===== src/rtl/cmi_pkg.sv =====
package cmi_pkg;

    typedef enum logic [1:0] {
        LM_NORMAL = 2'd0,
        LM_REMOTE = 2'd1,
        LM_LOCAL  = 2'd2
    } loop_mode_e;

    typedef struct packed {
        logic first;
        logic second;
    } cmi_pair_t;

    // Both selects together fall back to normal routing.
    function automatic loop_mode_e pick_mode(logic rem, logic loc);
        loop_mode_e m;
        case ({rem, loc})
            2'b10:   m = LM_REMOTE;
            2'b01:   m = LM_LOCAL;
            default: m = LM_NORMAL;
        endcase
        return m;
    endfunction

    function automatic cmi_pair_t encode_bit(logic b, logic lvl);
        cmi_pair_t p;
        if (b) begin
            p.first  = lvl;
            p.second = lvl;
        end else begin
            p.first  = 1'b0;
            p.second = 1'b1;
        end
        return p;
    endfunction

    function automatic logic pair_violates(cmi_pair_t p, logic last_lvl);
        return (p.first & ~p.second) | ((p.first == p.second) & (p.first == last_lvl));
    endfunction

endpackage


===== src/rtl/cmi_enc.sv =====
module cmi_enc
    import cmi_pkg::*;
(
    input  logic clk,
    input  logic rst,
    input  logic in_bit,
    input  logic in_en,
    output logic sym_raw,
    output logic sym_vld
);
    logic      next_hi;
    logic      pend;
    logic      pend_vld;
    cmi_pair_t pair;

    always_comb pair = encode_bit(in_bit, next_hi);

    always_ff @(posedge clk) begin
        if (rst) begin
            next_hi  <= 1'b1;
            pend     <= 1'b0;
            pend_vld <= 1'b0;
            sym_raw  <= 1'b0;
            sym_vld  <= 1'b0;
        end else if (in_en) begin
            sym_raw  <= pair.first;
            pend     <= pair.second;
            pend_vld <= 1'b1;
            sym_vld  <= 1'b1;
            if (in_bit) next_hi <= ~next_hi;
        end else if (pend_vld) begin
            sym_raw  <= pend;
            pend_vld <= 1'b0;
            sym_vld  <= 1'b1;
        end else begin
            sym_vld  <= 1'b0;
        end
    end

    a_r1_two_symbols: assert property (@(posedge clk) disable iff (rst)
        in_en |=> sym_vld ##1 sym_vld);
    a_r1_zero_pair: assert property (@(posedge clk) disable iff (rst)
        (in_en && !in_bit) |=> (sym_raw == 1'b0) ##1 (sym_raw == 1'b1));
    a_r2_one_equal: assert property (@(posedge clk) disable iff (rst)
        (in_en && in_bit) |=> ##1 (sym_raw == $past(sym_raw)));
endmodule


===== src/rtl/cmi_align.sv =====
module cmi_align #(
    parameter int WIN = 64,
    parameter int THR = 8
) (
    input  logic clk,
    input  logic rst,
    input  logic pair_vld,
    input  logic pair_cv,
    output logic slip
);
    localparam int PAIR_W = $clog2(WIN);
    localparam int CNT_W  = $clog2(WIN + 1);

    logic [PAIR_W-1:0] pair_cnt;
    logic [CNT_W-1:0]  viol_cnt;
    logic [CNT_W-1:0]  total;

    always_comb total = viol_cnt + CNT_W'(pair_cv);

    always_ff @(posedge clk) begin
        if (rst) begin
            pair_cnt <= '0;
            viol_cnt <= '0;
            slip     <= 1'b0;
        end else begin
            slip <= 1'b0;
            if (pair_vld) begin
                if (pair_cnt == PAIR_W'(WIN - 1)) begin
                    pair_cnt <= '0;
                    viol_cnt <= '0;
                    slip     <= (total > CNT_W'(THR));
                end else begin
                    pair_cnt <= pair_cnt + 1'b1;
                    viol_cnt <= total;
                end
            end
        end
    end

    // a slip is a single-cycle pulse
    a_r10_slip_pulse: assert property (@(posedge clk) disable iff (rst)
        slip |=> !slip);
endmodule


===== src/rtl/cmi_dec.sv =====
module cmi_dec
    import cmi_pkg::*;
(
    input  logic clk,
    input  logic rst,
    input  logic sym,
    input  logic sym_en,
    input  logic slip,
    output logic bit_q,
    output logic vld_q,
    output logic cv_q
);
    logic      half;
    logic      skip;
    logic      first_q;
    logic      last_lvl;
    logic      drop;
    cmi_pair_t pair;

    always_comb begin
        drop        = sym_en & (slip | skip);
        pair.first  = first_q;
        pair.second = sym;
    end

    always_ff @(posedge clk) begin
        if (rst) begin
            half     <= 1'b0;
            skip     <= 1'b0;
            first_q  <= 1'b0;
            last_lvl <= 1'b0;
            bit_q    <= 1'b0;
            vld_q    <= 1'b0;
            cv_q     <= 1'b0;
        end else begin
            vld_q <= 1'b0;
            cv_q  <= 1'b0;
            if (drop) begin
                skip <= 1'b0;
            end else begin
                if (slip) skip <= 1'b1;
                if (sym_en) begin
                    if (!half) begin
                        first_q <= sym;
                        half    <= 1'b1;
                    end else begin
                        half  <= 1'b0;
                        vld_q <= 1'b1;
                        bit_q <= (pair.first == pair.second);
                        cv_q  <= pair_violates(pair, last_lvl);
                        if (pair.first == pair.second) last_lvl <= sym;
                    end
                end
            end
        end
    end

    a_r4_pair_rate: assert property (@(posedge clk) disable iff (rst)
        vld_q |=> !vld_q);
    // the symbol dropped on a slip yields no bit
    a_r10_drop_silent: assert property (@(posedge clk) disable iff (rst)
        (slip && sym_en) |=> !vld_q);
endmodule


===== src/rtl/cmi_codec.sv =====
module cmi_codec
    import cmi_pkg::*;
#(
    parameter int WIN = 64,
    parameter int THR = 8
) (
    input  logic clk,
    input  logic rst,
    input  logic cfg_tx_inv,
    input  logic cfg_rx_inv,
    input  logic cfg_rem_lpbk,
    input  logic cfg_loc_lpbk,
    input  logic tx_bit,
    input  logic tx_bit_en,
    input  logic rx_sym,
    input  logic rx_sym_en,
    output logic tx_sym,
    output logic tx_sym_vld,
    output logic rx_bit,
    output logic rx_bit_vld,
    output logic rx_cv,
    output logic rx_slip
);
    loop_mode_e mode;
    logic       enc_bit, enc_en, enc_raw, enc_vld;
    logic       dec_sym, dec_en;

    always_comb begin
        mode    = pick_mode(cfg_rem_lpbk, cfg_loc_lpbk);
        enc_bit = (mode == LM_REMOTE) ? rx_bit     : tx_bit;
        enc_en  = (mode == LM_REMOTE) ? rx_bit_vld : tx_bit_en;
        dec_sym = (mode == LM_LOCAL)  ? enc_raw    : (rx_sym ^ cfg_rx_inv);
        dec_en  = (mode == LM_LOCAL)  ? enc_vld    : rx_sym_en;
    end

    cmi_enc u_enc (
        .clk     (clk),
        .rst     (rst),
        .in_bit  (enc_bit),
        .in_en   (enc_en),
        .sym_raw (enc_raw),
        .sym_vld (enc_vld)
    );

    cmi_dec u_dec (
        .clk    (clk),
        .rst    (rst),
        .sym    (dec_sym),
        .sym_en (dec_en),
        .slip   (rx_slip),
        .bit_q  (rx_bit),
        .vld_q  (rx_bit_vld),
        .cv_q   (rx_cv)
    );

    cmi_align #(.WIN(WIN), .THR(THR)) u_align (
        .clk      (clk),
        .rst      (rst),
        .pair_vld (rx_bit_vld),
        .pair_cv  (rx_cv),
        .slip     (rx_slip)
    );

    always_comb begin
        tx_sym     = enc_raw ^ cfg_tx_inv;
        tx_sym_vld = enc_vld;
    end

    a_r8_remote_feeds_tx: assert property (@(posedge clk) disable iff (rst)
        (mode == LM_REMOTE && rx_bit_vld) |=> tx_sym_vld);
    a_r7_local_feeds_rx: assert property (@(posedge clk) disable iff (rst)
        (mode == LM_LOCAL && !enc_vld) |=> !rx_bit_vld);
endmodule


===== config.mk =====
export PLATFORM = sky130hd
export DESIGN_NAME = cmi_codec
export DESIGN_NICKNAME = d
export VERILOG_FILES = /design/src/rtl/cmi_pkg.sv /design/src/rtl/cmi_enc.sv /design/src/rtl/cmi_align.sv /design/src/rtl/cmi_dec.sv /design/src/rtl/cmi_codec.sv
export SDC_FILE = /design/constraint.sdc
export NUM_CORES = 1
export LEC_CHECK = 0
export CORE_MARGIN = 3
export CORE_UTILIZATION = 44
export CTS_BUF_LIST = sky130_fd_sc_hd__clkbuf_4
export DETAILED_ROUTE_END_ITERATION = 10
export DONT_BUFFER_PORTS = 1
export PLACE_DENSITY = 0.62
export SKIP_CTS_REPAIR_TIMING = 1
export SYNTH_ARGS = -nofsm -noshare
export SYNTH_HDL_FRONTEND = slang
export SYNTH_SLANG_ARGS = --single-unit

===== constraint.sdc =====
create_clock -name clk -period 1.9 [get_ports clk]
set_input_delay 0.38 -clock clk [delete_from_list [all_inputs] [get_ports clk]]
set_output_delay 0.38 -clock clk [all_outputs]
set_load 0.01 [all_outputs]

---- Word-level counts from Yosys, hierarchy flattened ----
Cells that the tools add are included.
word-level totals
  bits in registers ....................... 26
  input bits .............................. 10
  output and inout bits ................... 6
  logic and storage cells ................. 64
operators by class
  $add $sub $neg .......................... 2
  order comparisons ....................... 1
  eq/ne operators ......................... 7
  multiplexer cells ....................... 15
  bitwise operators ....................... 14
  reductions and logical operators ........ 10
operators with widths
  cell                                                            count
  2-to-1 mux 1 bit                                                11
  adder 7 x 1 -> 7 bit                                            1
  greater-than comparator 7 x 4 -> 1 bit (second input constant)  1
  2-to-1 mux 7 bit                                                1
  NOT 1 bit                                                       7
  adder 6 x 1 -> 6 bit (second input constant)                    1
  equality test 6 bit (second input constant)                     1
  2-to-1 mux 6 bit                                                1
  AND reduction 3 bit                                             2
  OR reduction 3 bit                                              2
  equality test 2 x 1 -> 1 bit (second input constant)            2
  equality test 2 bit (second input constant)                     2
  case mux 2 bit (2 select lines)                                 1
  AND reduction 2 bit                                             2
  AND reduction 4 bit                                             1
  OR reduction 4 bit                                              1
  bitwise AND 1 bit                                               3
  equality test 1 bit                                             2
  2-to-1 mux 2 bit                                                1
  bitwise OR 1 bit                                                2
  nonzero test 2 bit                                              1
  OR reduction 2 bit                                              1
  XOR 1 bit                                                       2

---- Logic depth before layout (Yosys ltp) ----
  depth in word-level cells ............... 7
  depth in mapped cells ................... 6
  gate-level depth less buffers ........... 6

---- By module ----
A second synthesis with hierarchy kept.
second synthesis, totals
  cell total of the unflattened synthesis .. 138
  area, all modules ....................... 1267.5 µm²
by module, submodules not included
  module     times used  cells each  area an instance (µm²)  sequential area each (µm²)
  cmi_align  1           83          734.5                   280.3
  cmi_dec    1           29          280.3                   140.1
  cmi_enc    1           18          175.2                   100.1
  cmi_codec  1           8           77.6                    0.0

---- Worst setup path before layout ----
Ideal clock, no wire load.
  path kind ............................... reg2reg
  start point ............................. reg u_dec.cv_q
  end point ............................... reg u_align.slip
  setup time .............................. 103 ps
  arrival time ............................ 1609 ps
  required time ........................... 1797 ps
  slack ................................... 187 ps
  cell stages (with the launch flop) ...... 7
  path buffers ............................ 0
  clock period less this slack ............ 1713 ps
  cell sequence ........................... dfxtp_1 ha_1 ha_1 and3_1 a32oi_1 o21ai_1 a2111oi_2
between the ends
  cells in the longest elaborated chain, start to end .. 2
RTL lines
  element                                 RTL line         text
  from (decl)                             cmi_dec.sv:11    output logic cv_q
  from (signal assigned)                  cmi_dec.sv:50    cv_q <= pair_violates(pair, last_lvl);
  adder 7 x 1 -> 7 bit                    cmi_align.sv:18  always_comb total = viol_cnt + CNT_W'(pair_cv);
  greater-than comparator 7 x 4 -> 1 bit  cmi_align.sv:31  slip <= (total > CNT_W'(THR));
  to (signal assigned)                    cmi_align.sv:31
  to (decl)                               cmi_align.sv:9   output logic slip
No other way between the ends.
A chain may end at the register's enable or synchronous reset.

---- Worst setup path after layout ----
Same ends and word-level chain as after synthesis.

==> results.md <==
Outcome:
- The run finished with clean final reports.

Power:
- The maximum ir drop on the vdd rail is around 380 uV.
- The part of the total power dissipated in the clock network is 0.266.
- The internal portion of the total power is about 670 uW.
- The total power of the final layout is between 800 and 900 uW.
- For this design the total switching power over the nets is ~210 uW.
- The combinational fraction of design power is 0.083.
- The fraction of power spent switching nets is 0.241.
- The leakage power of the design is between 0.0004 and 0.0005 uW.
- Of the total power, registers draw 0.651.
- The power per unit of standard cell area is ~650 nW/um^2.

STA:
- The setup TNS is 0 ns.
- Between clock sinks in the finished design, the worst skew comes to around 0.0073 ns.
- The number of failing hold endpoints at the final stage came to 0.
- The slew at the pin with the worst max-slew slack is between 0.4 and 0.5 ns.
- The post-layout minimum cycle time is 1.74 ns.
- Setup repair after global routing left no endpoint under its margin.
- The final worst-path cycle share is 0.914.
- The upper clock frequency limit is approximately 0.58 GHz.
- The number of slew-limit violations in the final report is 0.
- The worst slew margin relative to its limit is 0.708.
- Setup violations remaining at the end of the flow were counted as 0.

Cells and area:
- The sequential cells in the finished layout cover a total of roughly 520 sq um.
- The post-layout instance count excluding filler cells is 177.
- The area occupied by multi-input gates is roughly 750 sq um.
- Of the cells placed in the final design, the portion with a size suffix greater than 1 is 0.123.
- The library cell used most frequently in the layout, excluding fill and tap cells, is dfxtp_1.
- In the final design database the tool counted 160 nets.
- The top cell types in the final layout, fill and taps aside, are 25 x dfxtp_1, 14 x nor2_1, 10 x nand2_1.
- The number of diodes is 0.
- Counting the fill cells in the layout gives approximately 270.
- The area of all placed cells without fillers is around 1400 sq um.
- The share of the core filled with cells in the final layout is 0.493.
- The layout overhead on the synthesized area is 5.19%.

Setup path:
- STA classifies the critical path endpoint as a flop.
- The critical path class is flop to flop.
- STA classifies the critical path startpoint as a flop.
- The data arrival time of the worst path is 1.97 ns.
- The startpoint identified for the worst register-to-register timing path is u_dec.cv_q.
- The biggest fanout along the worst timing path is 6.
- The critical path starts at u_dec.cv_q.
- The largest stage delay on the critical path is 0.36 ns.
- The data required time of the worst path is 2.13 ns.
- The cell type of the slowest stage on the worst timing path is dfxtp_2.
- The family with the most delay on the worst path is compound AO/OA/AOI/OAI gates.
- Counting both buffers and inverters, the worst setup path holds a total of 0.
- The reg-to-reg setup timing slack is between 0.15 and 0.2 ns.
- Traced cell by cell, the critical path runs through ha_1, ha_2, and3_1, a32oi_1, o21ai_1, a2111oi_2.

GRT:
- The initial antenna violation count is 0.
- The number of global-route vias before repair is 1022.
- The total overflow reported by the global router is 0.
- The first-pass GRT wire length is around 4400 microns.
- In the global route stage, overall resource usage came out at 0.159.
- Entering global routing, the biggest net connects 24 pins.

Routing:
- The count of TritonRoute iterations in the first routing pass is 4.
- The final route contains 1041 vias.
- The average wire per standard cell is around 15 microns.
- Using the TritonRoute via totals, the vias-per-cell ratio works out to 5.88.
- The total wirelength of the detailed-routed design is around 2600 microns.
- After the first detailed-routing iteration, the DRC count stood at 52.
- The post-detailed-route count of antenna-violating nets is 0.
- The post-detailed-route DRC marker count is 0.

CTS:
- The clock reaches the later pin of the worst-skew pair after about 0.32 ns.
- The clock tree from TritonCTS is built.
- The buffer cell driving the clock tree root is clkbuf_4.
- The number of buffers between clock root and the deepest sink is 2.
- In this run the number of H-tree levels came out at 1.
- The total CTS buffers is 3.
- After clock tree synthesis, the clock-pin slew on the worst setup and hold paths is between 0.1 and 0.15 ns.
- For this design, the sink count on the clock tree is 26.

Worst hold path:
- The min-delay analysis places its worst path in the category primary input to flop.
- The hold path startpoint is rst.

Placed design:
- The global placer's final weighted congestion is 0.773.
- The placement-stage cell area is 1340 sq um.
- The HPWL after detailed placement is ~1900 microns.
- In this run, placement finished with an instance count of 173.
- Input and output buffers added on the ports amount to 0.

Job:
- The max-cap check violation count is 0.

Floorplan:
- The horizontal die dimension is 60.4 microns.
- The initial utilization of the core area, before any placement, comes to 0.468.
- The die is about 60 microns tall.
- The number of top-level design ports is 16.
- The die area is ~3600 sq um.
- The initialized floorplan defines 19 standard-cell rows.
- After floorplanning, the core was sized to cover roughly 2800 sq um.

Yosys:
- Synthesis produced a netlist with a net count of approximately 160.
- A synthesized cell averages 9.05 sq um.
- The synthesized flop and latch total is 26.
- The combined area of all synthesized cells is around 1300 sq um.
- During synthesis, Yosys emitted a total of 0 warnings.
- The number of different library cells in the post-synthesis netlist is 45.
- The share of the Yosys chip area taken by registers is 0.400.
- The post-synthesis instance total is 144.
==> path summary, 6_finish.rpt <==
check	end	depth (start not counted)
worst max-delay path	u_align.slip	6
worst min-delay path	u_align.viol_cnt[5]	1
worst max register to register	u_align.slip	6
worst min register to register	u_align.pair_cnt[1]	2
==> final cells by class <==
type,count,share of cell area
Multi-Input combinational cell,110,0.550
Sequential cell,26,0.381
Tap cell,31,0.0283
Clock buffer,3,0.0164
Timing Repair Buffer,2,0.0110
Inverter,4,0.0110
Clock inverter,1,0.00274
==> synth_stat cells, drive strengths merged <==
cell type	n	area, sq um
dfxtp	26	521
nor2	14	52.6
nand2	10	37.5
nor3	8	40.0
o21ai	7	35.0
nand4	6	37.5
xor2	5	43.8
a21oi	4	20.0
mux2	4	45.0
nor2b	4	25.0
xnor2	4	35.0
a31oi	3	18.8
a32o	3	30.0
and2	3	20.0
clkbuf	3	11.3
ha	3	37.5
inv	3	11.3
mux2i	3	30.0
nand2b	3	26.3
o31ai	3	27.5
and3	2	12.5
nand3	2	10.0
nor3b	2	15.0
o21a	2	15.0
a2111oi	1	15.0
a211o	1	10.0
a211oi	1	12.5
a21boi	1	7.51
a2bb2oi	1	8.76
a32oi	1	8.76
and4	1	11.3
buf	1	5.00
clkinv	1	3.75
nand3b	1	7.51
nand4bb	1	11.3
nor4	1	6.26
nor4b	1	8.76
o211ai	1	7.51
o2bb2ai	1	8.76
or2	1	6.26
or3	1	6.26
==> power groups by stage <==
| stage | combinational, uW | sequential (uW) | clock [uW] |
|---|---|---|---|
| final | 73.8 | 579 | 236 |
| after global routing | 82.6 | 582 | 279 |
| after CTS | 74.3 | 579 | 251 |
| after detailed placement | 73.8 | 591 | 0 |
| after global placement | 72.1 | 590 | 0 |
| after floorplan | 68.1 | 586 | 0 |
==> logic make-up (layout without fill, tap and decap cells) <==
kind of cell             after synthesis  count (layout)  synth area share
AO/OA/AOI/OAI                         30              30             0.173
XOR/XNOR                               9               9            0.0605
adder cells (fa/ha/maj)                3               3            0.0288
buffers and inverters                  8              10            0.0240
flip-flops                            26              26             0.400
multiplexers                           7               7            0.0576
AND/OR/NAND/NOR                       61              61             0.256
==> routing by layer <==
layer	wire length [microns]	vias up	GRT usage
met5	0	-	0
met4	44	0	0.0696
met3	155	4	0.0362
met2	1140	22	0.258
met1	1270	485	0.203
li1	-	530	-
==> registers in the layout, indices dropped and copies added, names as in the netlist <==
register,count
u_dec.bit_q,1
u_dec.half,1
u_align.viol_cnt,7
u_dec.vld_q,1
u_align.pair_cnt,6
u_enc.next_hi,1
u_enc.pend,1
u_dec.first_q,1
u_dec.skip,1
u_enc.sym_vld,1
u_enc.pend_vld,1
u_dec.last_lvl,1
u_align.slip,1
u_dec.cv_q,1
u_enc.sym_raw,1
==> per-stage QoR <==
stage	hold WS [ns]	setup slack (ns)
floorplan	0.456	0.187
global placement	0.452	0.158
detailed placement	0.453	0.0927
CTS	0.0863	0.0688
global route	0.0655	0.0215
finish	0.101	0.163
(Power assumes the default switching activity.)
